### config.mk
export PLATFORM = sky130hd
export DESIGN_NAME = spi_rf
export DESIGN_NICKNAME = d
export VERILOG_FILES = /design/src/rtl/spi_rf_pkg.sv /design/src/rtl/spi_rf_txbuf.sv /design/src/rtl/spi_rf_rxbuf.sv /design/src/rtl/spi_rf.sv
export SDC_FILE = /design/constraint.sdc
export NUM_CORES = 1
export LEC_CHECK = 0
export BUFFER_PORTS_ARGS = -buffer_cell sky130_fd_sc_hd__clkbuf_2
export CAP_MARGIN = 10
export CORE_UTILIZATION = 43
export CTS_CLUSTER_DIAMETER = 120
export DETAILED_ROUTE_END_ITERATION = 7
export PLACE_DENSITY = 0.8
export REMOVE_ABC_BUFFERS = 1
export SLEW_MARGIN = 20
export SYNTH_ARGS = -nofsm -noshare
export SYNTH_HDL_FRONTEND = slang
export SYNTH_SLANG_ARGS = --single-unit
### constraint.sdc
create_clock -name clk -period 1.36 [get_ports clk]
set_input_delay 0 -clock clk [delete_from_list [all_inputs] [get_ports clk]]
set_output_delay 0 -clock clk [all_outputs]
set_load 0.05 [all_outputs]
### src/rtl/spi_rf_pkg.sv
package spi_rf_pkg;

    localparam int BUS_W  = 32;
    localparam int ADDR_W = 2;

    typedef enum logic [ADDR_W-1:0] {
        ADDR_CTRL   = 2'd0,
        ADDR_IMASK  = 2'd1,
        ADDR_STATUS = 2'd2,
        ADDR_DATA   = 2'd3
    } rf_addr_e;

    // control word bit positions
    localparam int C_EN     = 0;
    localparam int C_MASTER = 1;
    localparam int C_TXEN   = 2;
    localparam int C_RXEN   = 3;
    localparam int C_CPOL   = 4;
    localparam int C_CPHA   = 5;
    localparam int C_LSBF   = 6;
    localparam int C_WIDE   = 10;
    localparam int C_DIV_LO = 20;
    localparam int C_DIV_W  = 3;

    // status word bit positions
    localparam int S_RXFULL = 0;
    localparam int S_TXEMP  = 1;
    localparam int S_BUSY   = 3;
    localparam int S_LOST   = 4;

    localparam int IRQ_SRC_W = 2;

    typedef enum logic {
        TXB_EMPTY = 1'b0,
        TXB_FULL  = 1'b1
    } txb_state_e;

    typedef enum logic {
        RXB_EMPTY = 1'b0,
        RXB_FULL  = 1'b1
    } rxb_state_e;

endpackage

### src/rtl/spi_rf_txbuf.sv
module spi_rf_txbuf
    import spi_rf_pkg::*;
#(
    parameter int DW = 16
) (
    input  logic          clk,
    input  logic          rst_n,
    input  logic          load_i,
    input  logic [DW-1:0] load_data_i,
    input  logic          enable_i,
    input  logic          tx_ready_i,
    output logic          tx_valid_o,
    output logic [DW-1:0] tx_data_o,
    output logic          empty_o
);

    txb_state_e state_q, state_d;
    logic [DW-1:0] word_q;
    logic take;

    assign take = (state_q == TXB_EMPTY) && load_i;

    always_comb begin
        state_d = state_q;
        unique case (state_q)
            TXB_EMPTY: if (load_i)                state_d = TXB_FULL;
            TXB_FULL:  if (enable_i && tx_ready_i) state_d = TXB_EMPTY;
        endcase
    end

    always_ff @(posedge clk) begin
        if (!rst_n) begin
            state_q <= TXB_EMPTY;
            word_q  <= '0;
        end else begin
            state_q <= state_d;
            if (take) word_q <= load_data_i;
        end
    end

    always_comb begin
        tx_valid_o = (state_q == TXB_FULL) && enable_i;
        tx_data_o  = word_q;
        empty_o    = (state_q == TXB_EMPTY);
    end


    held_data_chk: assert property (@(posedge clk) disable iff (!rst_n)
        (tx_valid_o && !tx_ready_i) |=> $stable(tx_data_o));


    ignored_load_chk: assert property (@(posedge clk) disable iff (!rst_n)
        (load_i && !empty_o) |=> $stable(tx_data_o));


    refill_empty_chk: assert property (@(posedge clk) disable iff (!rst_n)
        (tx_valid_o && tx_ready_i) |=> empty_o);

endmodule

### src/rtl/spi_rf_rxbuf.sv
module spi_rf_rxbuf
    import spi_rf_pkg::*;
#(
    parameter int DW = 16
) (
    input  logic          clk,
    input  logic          rst_n,
    input  logic          push_i,
    input  logic [DW-1:0] push_data_i,
    input  logic          pop_i,
    input  logic          clr_lost_i,
    output logic          full_o,
    output logic          lost_o,
    output logic [DW-1:0] data_o
);

    rxb_state_e state_q, state_d;
    logic [DW-1:0] word_q;
    logic lost_q;
    logic overrun;

    assign overrun = (state_q == RXB_FULL) && push_i && !pop_i;

    always_comb begin
        state_d = state_q;
        unique case (state_q)
            RXB_EMPTY: if (push_i)            state_d = RXB_FULL;
            RXB_FULL:  if (pop_i && !push_i)  state_d = RXB_EMPTY;
        endcase
    end

    always_ff @(posedge clk) begin
        if (!rst_n) begin
            state_q <= RXB_EMPTY;
            word_q  <= '0;
            lost_q  <= 1'b0;
        end else begin
            state_q <= state_d;
            if (push_i)          word_q <= push_data_i;
            if (overrun)         lost_q <= 1'b1;
            else if (clr_lost_i) lost_q <= 1'b0;
        end
    end

    always_comb begin
        full_o = (state_q == RXB_FULL);
        lost_o = lost_q;
        data_o = word_q;
    end


    overrun_flag_chk: assert property (@(posedge clk) disable iff (!rst_n)
        (push_i && full_o && !pop_i) |=> lost_o);


    drain_clear_chk: assert property (@(posedge clk) disable iff (!rst_n)
        (pop_i && !push_i) |=> !full_o);


    capture_set_chk: assert property (@(posedge clk) disable iff (!rst_n)
        push_i |=> (full_o && data_o == $past(push_data_i)));

endmodule

### src/rtl/spi_rf.sv
module spi_rf
    import spi_rf_pkg::*;
#(
    parameter int DW = 16,
    parameter int SW = 8
) (
    input  logic              clk,
    input  logic              rst_n,
    input  logic [ADDR_W-1:0] bus_waddr,
    input  logic [BUS_W-1:0]  bus_wdata,
    input  logic              bus_we,
    input  logic [ADDR_W-1:0] bus_raddr,
    input  logic              bus_re,
    output logic [BUS_W-1:0]  bus_rdata,
    output logic [BUS_W-1:0]  cfg_o,
    output logic              tx_valid_o,
    output logic [DW-1:0]     tx_data_o,
    input  logic              tx_ready_i,
    input  logic              rx_valid_i,
    input  logic [DW-1:0]     rx_data_i,
    input  logic              eng_busy_i,
    output logic              irq_o
);

    localparam logic [BUS_W-1:0] CTRL_KEEP =
        (BUS_W'(1) << C_EN)   | (BUS_W'(1) << C_MASTER) |
        (BUS_W'(1) << C_TXEN) | (BUS_W'(1) << C_RXEN)   |
        (BUS_W'(1) << C_CPOL) | (BUS_W'(1) << C_CPHA)   |
        (BUS_W'(1) << C_LSBF) | (BUS_W'(1) << C_WIDE)   |
        (((BUS_W'(1) << C_DIV_W) - BUS_W'(1)) << C_DIV_LO);

    logic [BUS_W-1:0]     ctrl_q;
    logic [IRQ_SRC_W-1:0] imask_q;
    logic [BUS_W-1:0]     status;
    logic                 wide, tx_empty, rx_full, rx_lost;
    logic                 data_wr, data_rd, stat_rd, rx_take;
    logic [DW-1:0]        rx_word;

    function automatic logic [DW-1:0] fit(input logic [DW-1:0] v, input logic w);
        return w ? v : {{(DW-SW){1'b0}}, v[SW-1:0]};
    endfunction

    assign wide    = ctrl_q[C_WIDE];
    assign data_wr = bus_we && (bus_waddr == ADDR_DATA);
    assign data_rd = bus_re && (bus_raddr == ADDR_DATA);
    assign stat_rd = bus_re && (bus_raddr == ADDR_STATUS);
    assign rx_take = rx_valid_i && ctrl_q[C_EN] && ctrl_q[C_RXEN];

    always_ff @(posedge clk) begin
        if (!rst_n) begin
            ctrl_q  <= '0;
            imask_q <= '0;
        end else if (bus_we) begin
            if (bus_waddr == ADDR_CTRL)  ctrl_q  <= bus_wdata & CTRL_KEEP;
            if (bus_waddr == ADDR_IMASK) imask_q <= bus_wdata[IRQ_SRC_W-1:0];
        end
    end

    spi_rf_txbuf #(.DW(DW)) u_txbuf (
        .clk         (clk),
        .rst_n       (rst_n),
        .load_i      (data_wr),
        .load_data_i (fit(bus_wdata[DW-1:0], wide)),
        .enable_i    (ctrl_q[C_EN]),
        .tx_ready_i  (tx_ready_i),
        .tx_valid_o  (tx_valid_o),
        .tx_data_o   (tx_data_o),
        .empty_o     (tx_empty)
    );

    spi_rf_rxbuf #(.DW(DW)) u_rxbuf (
        .clk         (clk),
        .rst_n       (rst_n),
        .push_i      (rx_take),
        .push_data_i (fit(rx_data_i, wide)),
        .pop_i       (data_rd),
        .clr_lost_i  (stat_rd),
        .full_o      (rx_full),
        .lost_o      (rx_lost),
        .data_o      (rx_word)
    );

    always_comb begin
        status           = '0;
        status[S_RXFULL] = rx_full;
        status[S_TXEMP]  = tx_empty;
        status[S_BUSY]   = eng_busy_i;
        status[S_LOST]   = rx_lost;
    end

    always_comb begin
        unique case (bus_raddr)
            ADDR_CTRL:   bus_rdata = ctrl_q;
            ADDR_IMASK:  bus_rdata = {{(BUS_W-IRQ_SRC_W){1'b0}}, imask_q};
            ADDR_STATUS: bus_rdata = status;
            ADDR_DATA:   bus_rdata = {{(BUS_W-DW){1'b0}}, rx_word};
            default:     bus_rdata = '0;
        endcase
    end

    assign cfg_o = ctrl_q;
    assign irq_o = |(status[IRQ_SRC_W-1:0] & imask_q);


    masked_quiet_chk: assert property (@(posedge clk) disable iff (!rst_n)
        (imask_q == '0) |-> !irq_o);


    disabled_idle_chk: assert property (@(posedge clk) disable iff (!rst_n)
        !ctrl_q[C_EN] |-> !tx_valid_o);


    rx_gate_chk: assert property (@(posedge clk) disable iff (!rst_n)
        (!rx_full && !(ctrl_q[C_EN] && ctrl_q[C_RXEN])) |=> !rx_full);

endmodule

* Word-level counts from Yosys, hierarchy flattened
Index checks and enable logic that the tools add are counted.
** Operators by class
- Multipliers :: 0
- Add/subtract/negate cells :: 0
- Divide/modulo/power cells :: 0
- $lt $le $gt $ge :: 0
- Equality and inequality tests :: 5
- Shift-type cells :: 0
- Multiplexer cells :: 11
- Bitwise logic cells :: 3
- Reductions and logical operators :: 19
** Operators with widths (number)
- case mux 32 bit (4 select lines) :: 1
- 2-to-1 mux 16 bit :: 2
- logical AND 1 bit :: 11
- equality test 2 bit (second input constant) :: 3
- 2-to-1 mux 1 bit :: 6
- equality test 2 x 1 -> 1 bit (second input constant) :: 2
- logical NOT 2 bit :: 2
- case mux 1 bit (2 select lines) :: 2
- AND reduction 2 bit :: 2
- AND 2 bit :: 1
- logical NOT 1 bit :: 2
- NOT 1 bit :: 2
- nonzero test 2 bit :: 1
- OR reduction 2 bit :: 1
** Word-level totals
- Memories :: 0
- Logic and storage cells :: 45
- ROM bits :: 0
- Bits in latches :: 0
- Memory bits (writable) :: 0
- Bits in registers :: 48

* Logic depth before layout (Yosys ltp)
Gate-level depths: netlist of the first run.
- Depth in word-level cells :: 6
- Mapped depth :: 5
- Gate-level depth less buffers :: 3

* By module
From an unflattened synthesis of the first run, not the netlist that was laid out.
** Unflattened totals
- Cell total of the unflattened synthesis :: 273
- Area total of the unflattened synthesis :: 2563.7 um^2
** By module, submodules not included
- spi_rf :: times used 1, cells each 140, area an instance 1148.6 um^2
- spi_rf_txbuf :: times used 1, cells each 76, area an instance 726.9 um^2
- spi_rf_rxbuf :: times used 1, cells each 57, area an instance 688.2 um^2

* Least setup slack after synthesis of the first run
Ideal clock, no wire load.
- Path kind :: reg2out
- From :: register ctrl_q[3] (netlist: cfg_o[3])
- To :: output port bus_rdata[3]
- Stages on the path, launching flop included :: 3
- Data required time :: 1360 ps
- Path slack :: -529 ps
- Arrival time :: 1889 ps
- Cells stage by stage :: dfxtp_1 -> mux2i_1 -> o21ai_0
** On the way
- Word-level cells in the longest chain between the ends :: 1
** RTL lines
- start, declared :: line spi_rf.sv:32 : logic [BUS_W-1:0] ctrl_q;
- start signal, assigned :: line spi_rf.sv:54 : if (bus_waddr == ADDR_CTRL) ctrl_q <= bus_wdata & CTRL_KEEP;
- case mux 32 bit (4 select lines) :: line spi_rf.sv:92 : unique case (bus_raddr)
- end, declared :: line spi_rf.sv:14 : output logic [BUS_W-1:0] bus_rdata,
Every way passes these cells. The select of a mux whose other input is x is not followed.

* Final worst setup path of the first run
- From :: register u_txbuf.state_q
- To :: output port bus_rdata[1]
** On the way
- Word-level cells in the longest chain between the ends :: 2
** RTL lines
- start, declared :: line spi_rf_txbuf.sv:17 : txb_state_e state_q, state_d;
- start signal, assigned :: line spi_rf_txbuf.sv:36 : state_q <= state_d;
- NOT 1 bit :: line spi_rf_txbuf.sv:44 : empty_o = (state_q == TXB_EMPTY);
- case mux 32 bit (4 select lines) :: line spi_rf.sv:92
Every way passes these cells. The select of a mux whose other input is x is not followed.

==> qor.yml, run 1 <==
cts_buffers: 5
drive_above_1_share_pct: 29.5
routedWlPerCell_um: 12.2
synth_xor_area_share_pct: 0
synth_fa_ha_area_share_pct: 0
die_h_um: 76.1
via_count: 2160
cts_htree_levels: 2
clockBufferDepth: 2
firstDrtPassIters: 4
fp.dieArea_um2: 5790
holdWs_ns: 0.0355
synth_top_family_by_area: "simple AND/OR/NAND/NOR gates"
p_total_mw: 2.95
cp-start-kind: "register"
final_cell_mix: "91 x clkbuf_2, 54 x nand2_1, 46 x dfxtp_1"
path_max_fanout: 3
critical_path_class: "register to output port"
die_x_um: 76.1
worstReg2RegStart: "u_txbuf.state_q"
hp-class: "input pin to register"
holdPathStages: 4
irDropWorstVdd_mv: 0.631
final_area_um2: 3260
yosysSeqAreaShare_pct: 40.7
core_um2: 5200
rows: 26
crit_family: "multiplexers"
finClkSkew_ns: 0.00177
drt_iter0_drc: 125
syn_to_final_growth_pct: 38.1
crit_buf_inv: 2
rrSetupSlack_ns: 0.09
pre_cts_ws_ns: 0.188
leakage_nw: 1.48
slew_viol_final: 0
cp_slowest_cell: "mux4_2"
start_util_pct: 45.3
clockRootBuffer: "clkbuf_8"
layout.cells.most_common: "clkbuf_2"
regArea_um2: 963
synthMuxAreaShare_pct: 8.27
grt_antenna_before_repair: 0
nets: 454
status: "completed"
drc: 0
min_from: "tx_ready_i"
grt_max_degree: 27
fmax_mhz: 766
synth_area_um2: 2360
cts.sinks: 48
drt_wl_total_um: 5670
cts_tree: "built"
fin_crit_sh_pct: 96.0
ios: 141
synth.distinct_cells: 27
reg2reg_to: "u_txbuf.tx_data_o[15]"
tns_ns: 0
r2r_cells: 5
synthCells: 268
grt_usage_pct: 19.4
cpPeakStageDelay_ns: 0.46
clkSlewWorstSetupHoldPaths_ns: 0.08
grt_pass1_vias: 1942
cp-end-kind: "output port"
synth_compound_area_share_pct: 13.5
cp_cell_sequence: "inv_2 > mux4_2 > buf_8"
drv_cap: 0
clk_latency_ns: 0.29
min_to: "u_txbuf.state_q"
nFillCells: 464
gp_congestion: 0.759
hold_viol_final: 0
final_antenna_net_count: 0
port_buffers: 93
finalSetupViolCount: 0
multi_input_area_um2: 1150
avgSynthCellArea_um2: 8.81
grt_overflow: 0
synthSimpleGateAreaFrac_pct: 21.6
ys_seq_elements: 48
grt_pass1_wl_um: 9100
crit_required_ns: 1.36
power_density_nw_per_um2: 905
arrival_ns: 1.31
final_core_util_pct: 62.6
synth_warnings: 0
grt_setup_unrepaired: "no"
viasPerCell: 4.64
n_antenna_cell: 0
dp.cells: 422
worst_slack_ns: 0.0540
place_area_um2: 2790
fin_crit_ns: 1.31
place_hpwl_um: 3730
fin_cells: 466
==> report_power, final <==
part	switching, mW	internal (mW)
Combinational	0.443	0.214
Sequential	0.0181	1.43
Clock	0.432	0.415
Total	0.893	2.06
==> synthesized netlist by cell type <==
| master | n | area, µm² |
|---|---|---|
| nand2_1 | 54 | 203 |
| dfxtp_1 | 48 | 961 |
| buf_4 | 37 | 278 |
| a21boi_1 | 25 | 188 |
| nand3_1 | 18 | 90.1 |
| mux2i_1 | 15 | 150 |
| nor2b_1 | 14 | 87.6 |
| and3_1 | 9 | 56.3 |
| a21boi_0 | 8 | 60.1 |
| clkbuf_1 | 8 | 30.0 |
| a22o_1 | 5 | 43.8 |
| buf_2 | 5 | 25.0 |
| and2_1 | 4 | 25.0 |
| buf_6 | 3 | 33.8 |
| mux4_2 | 2 | 45.0 |
| o21ai_0 | 2 | 10.0 |
| a21oi_1 | 1 | 5.00 |
| and2_0 | 1 | 6.26 |
| and4b_1 | 1 | 10.0 |
| conb_1 | 1 | 3.75 |
| inv_1 | 1 | 3.75 |
| nand3b_1 | 1 | 7.51 |
| nand4b_1 | 1 | 8.76 |
| nor2_1 | 1 | 3.75 |
| nor3b_2 | 1 | 12.5 |
| o211ai_1 | 1 | 7.51 |
| o21ai_1 | 1 | 5.00 |
==> how the worst max path moves through the flow <==
stage	from	to	slack [ns]	cells past startpoint
4_1_cts	u_txbuf.state_q	bus_rdata[1]	0.008	3
5_1_grt	cfg_o[0]	bus_rdata[0]	0.0006	2
2_1_floorplan	cfg_o[3]	bus_rdata[3]	-0.53	2
3_5_place_dp	cfg_o[0]	u_rxbuf.data_o[12]	0.19	4
6_report	u_txbuf.state_q	bus_rdata[1]	0.05	3
3_3_place_gp	cfg_o[0]	u_rxbuf.data_o[12]	0.26	4
==> state kept, by name, indices dropped and copies added, names as in the netlist <==
signal and flops:
u_txbuf.tx_data_o 16, u_rxbuf.lost_o 1, cfg_o 11, u_txbuf.state_q 1, u_rxbuf.data_o 16, u_rxbuf.full_o 1, imask_q 2
==> kinds of logic after synthesis <==
kind of cell,Yosys count
buffers and inverters,54
and+or+nand+nor,105
DFF,48
muxes,17
other,1
AOI/OAI and AO/OA,43
==> repair_timing <==
action                                  in CTS  in global routing
setup buffers                                0                  1
gates resized for setup                      5                  3
endpoints found under the setup margin       2                  2
hold endpoints to repair                    39                  0
hold buffers                                35                  0
==> routing by layer <==
metal	GRT usage, %	up-vias	part of all wire (%)
li1	-	1081	-
met5	0	-	0
met2	36.0	85	51
met1	22.2	982	42
met4	5.19	0	1.5
met3	4.55	12	5.4
==> worst min-delay path, stage by stage <==
cell,delay (ns)
clkbuf_2,0.08
nand2_1,0.06
a21oi_1,0.06
nor2b_1,0.09
==> cell type report <==
type / instances / area share [%]
timing repair buffer: 140 / 29.5
sequential: 48 / 29.6
tap: 70 / 2.69
clock buffer: 8 / 2.76
multi-input combinational: 199 / 35.4
inverter: 1 / 0.115
No activity file was read; power rests on OpenSTA's default activity.
==> run 2: changes to the inputs <==
PLACE_DENSITY = 0.79   (was 0.8)
clock period = 1.45 ns   (was 1.36 ns; I/O delays follow)
==> qor.yml, run 2 (same netlist as run 1, synthesis figures left out) <==
status: "completed"
final_antenna_net_count: 0
cp_cell_sequence: "inv_1 > mux4_2 > clkbuf_4"
final_area_um2: 3180
drive_above_1_share_pct: 28.6
drt_iter0_drc: 120
grt_usage_pct: 20.5
r2r_cells: 4
cp_num_cells: 3
fin_crit_ns: 1.38
gp_congestion: 0.747
multi_input_area_um2: 1150
cp-start-kind: "register"
power_density_nw_per_um2: 880
port_buffers: 93
p_total_mw: 2.80
p_clk_share_pct: 30.1
grt_antenna_before_repair: 0
hp-class: "input pin to register"
leakage_nw: 1.45
drt_wl_total_um: 5750
final_cell_mix: "91 x clkbuf_2, 54 x nand2_1, 47 x dfxtp_1"
die_x_um: 76.1
finClkSkew_ns: 0.0114
crit_family: "multiplexers"
switching_share_pct: 30.3
grt_pass1_wl_um: 9600
grt_overflow: 0
cts_htree_levels: 2
cpPeakStageDelay_ns: 0.45
place_hpwl_um: 3700
finalSetupViolCount: 0
pwr-share-seq_pct: 48.6
worst_pin_slew_ns: 0.787
syn_to_final_growth_pct: 34.8
fp.dieArea_um2: 5790
cts_buffers: 5
core_um2: 5200
clockBufferDepth: 2
routedWlPerCell_um: 12.5
crit_required_ns: 1.45
fmax_mhz: 724
combPwrFrac_pct: 21.3
cts_tree: "built"
regArea_um2: 962
arrival_ns: 1.38
drc: 0
crit_buf_inv: 2
drv_cap: 0
layout.cells.most_common: "clkbuf_2"
clk_latency_ns: 0.30
path_max_fanout: 5
cp_slowest_cell: "mux4_2"
die_h_um: 76.1
internal-power_mw: 1.95
slew_headroom_pct: 47.5
critical_path_class: "register to output port"
fin_crit_sh_pct: 95.2
ios: 141
cts.sinks: 48
irDropWorstVdd_mv: 0.663
start_util_pct: 45.3
cp-end-kind: "output port"
place_area_um2: 2730
nets: 450
viasPerCell: 4.67
post_cts_buffers: 0
grt_setup_unrepaired: "no"
n_antenna_cell: 0
firstDrtPassIters: 4
nFillCells: 463
power_switching_mw: 0.848
holdPathStages: 4
clkSlewWorstSetupHoldPaths_ns: 0.08
via_count: 2155
grt_pass1_vias: 2109
rows: 26
hold_viol_final: 0
grt_max_degree: 50
clockRootBuffer: "clkbuf_8"
slew_viol_final: 0
run 2: metal layers:
metal / vias to the layer above / track usage, % / share of wire, %
met1: 984 / 22.7 / 40
met4: 0 / 6.54 / 1.6
met5: - / 0 / 0
li1: 1067 / - / -
met3: 13 / 5.03 / 6.1
met2: 91 / 38.3 / 52
run 2: worst paths after layout:
check	slack (ns)	start	endpoint
min reg2reg	0.45	u_rxbuf.data_o[7]	u_rxbuf.data_o[7]
max	0.07	u_txbuf.state_q	bus_rdata[1]
min	0.02	bus_re	u_rxbuf.lost_o
max reg2reg	0.22	cfg_o[0]	u_rxbuf.data_o[14]
run 2: final cells by class:
class	count	area share, %
clock buffers	7	3.03
inverters	1	0.118
multi-input cells	199	36.2
flip-flops and latches	48	30.3
well taps	70	2.75
repair buffers	136	27.6
run 2: worst reg2reg max path, delay by kind of cell, from the launching register on:
family	cells	cell delay (ns)
AO/OA/AOI/OAI	1	0.21
buffers and inverters	1	0.22
flip-flops	1	0.45
AND/OR/NAND/NOR	2	0.29
run 2: power by group through the flow:
stage,logic (mW),registers [mW],clock network (mW)
after floorplan,0.303,1.45,0
after global placement,0.512,1.39,0
after detailed placement,0.517,1.39,0
after CTS,0.593,1.36,0.886
after global routing,0.628,1.36,0.929
final,0.595,1.36,0.843
run 2: timing repair:
| action | CTS | global route |
|---|---|---|
| hold endpoints to repair | 41 | 0 |
| gates resized for setup | 2 | 1 |
| endpoints found under the setup margin | 1 | 1 |
| hold buffers | 35 | 0 |
run 2: per-stage QoR:
stage	TNS, ns	util, %	instances	worst slack [ns]	hold WS [ns]
2_1_floorplan	-1.88	-	248	-0.439	0.128
3_3_place_gp	0	52.5	419	0.300	0.223
3_5_place_dp	0	52.5	419	0.245	0.234
4_1_cts	0	61.1	461	0.0489	0.0165
5_1_grt	0	61.1	461	0.0115	0.0397
6_report	0	61.1	461	0.0691	0.0207
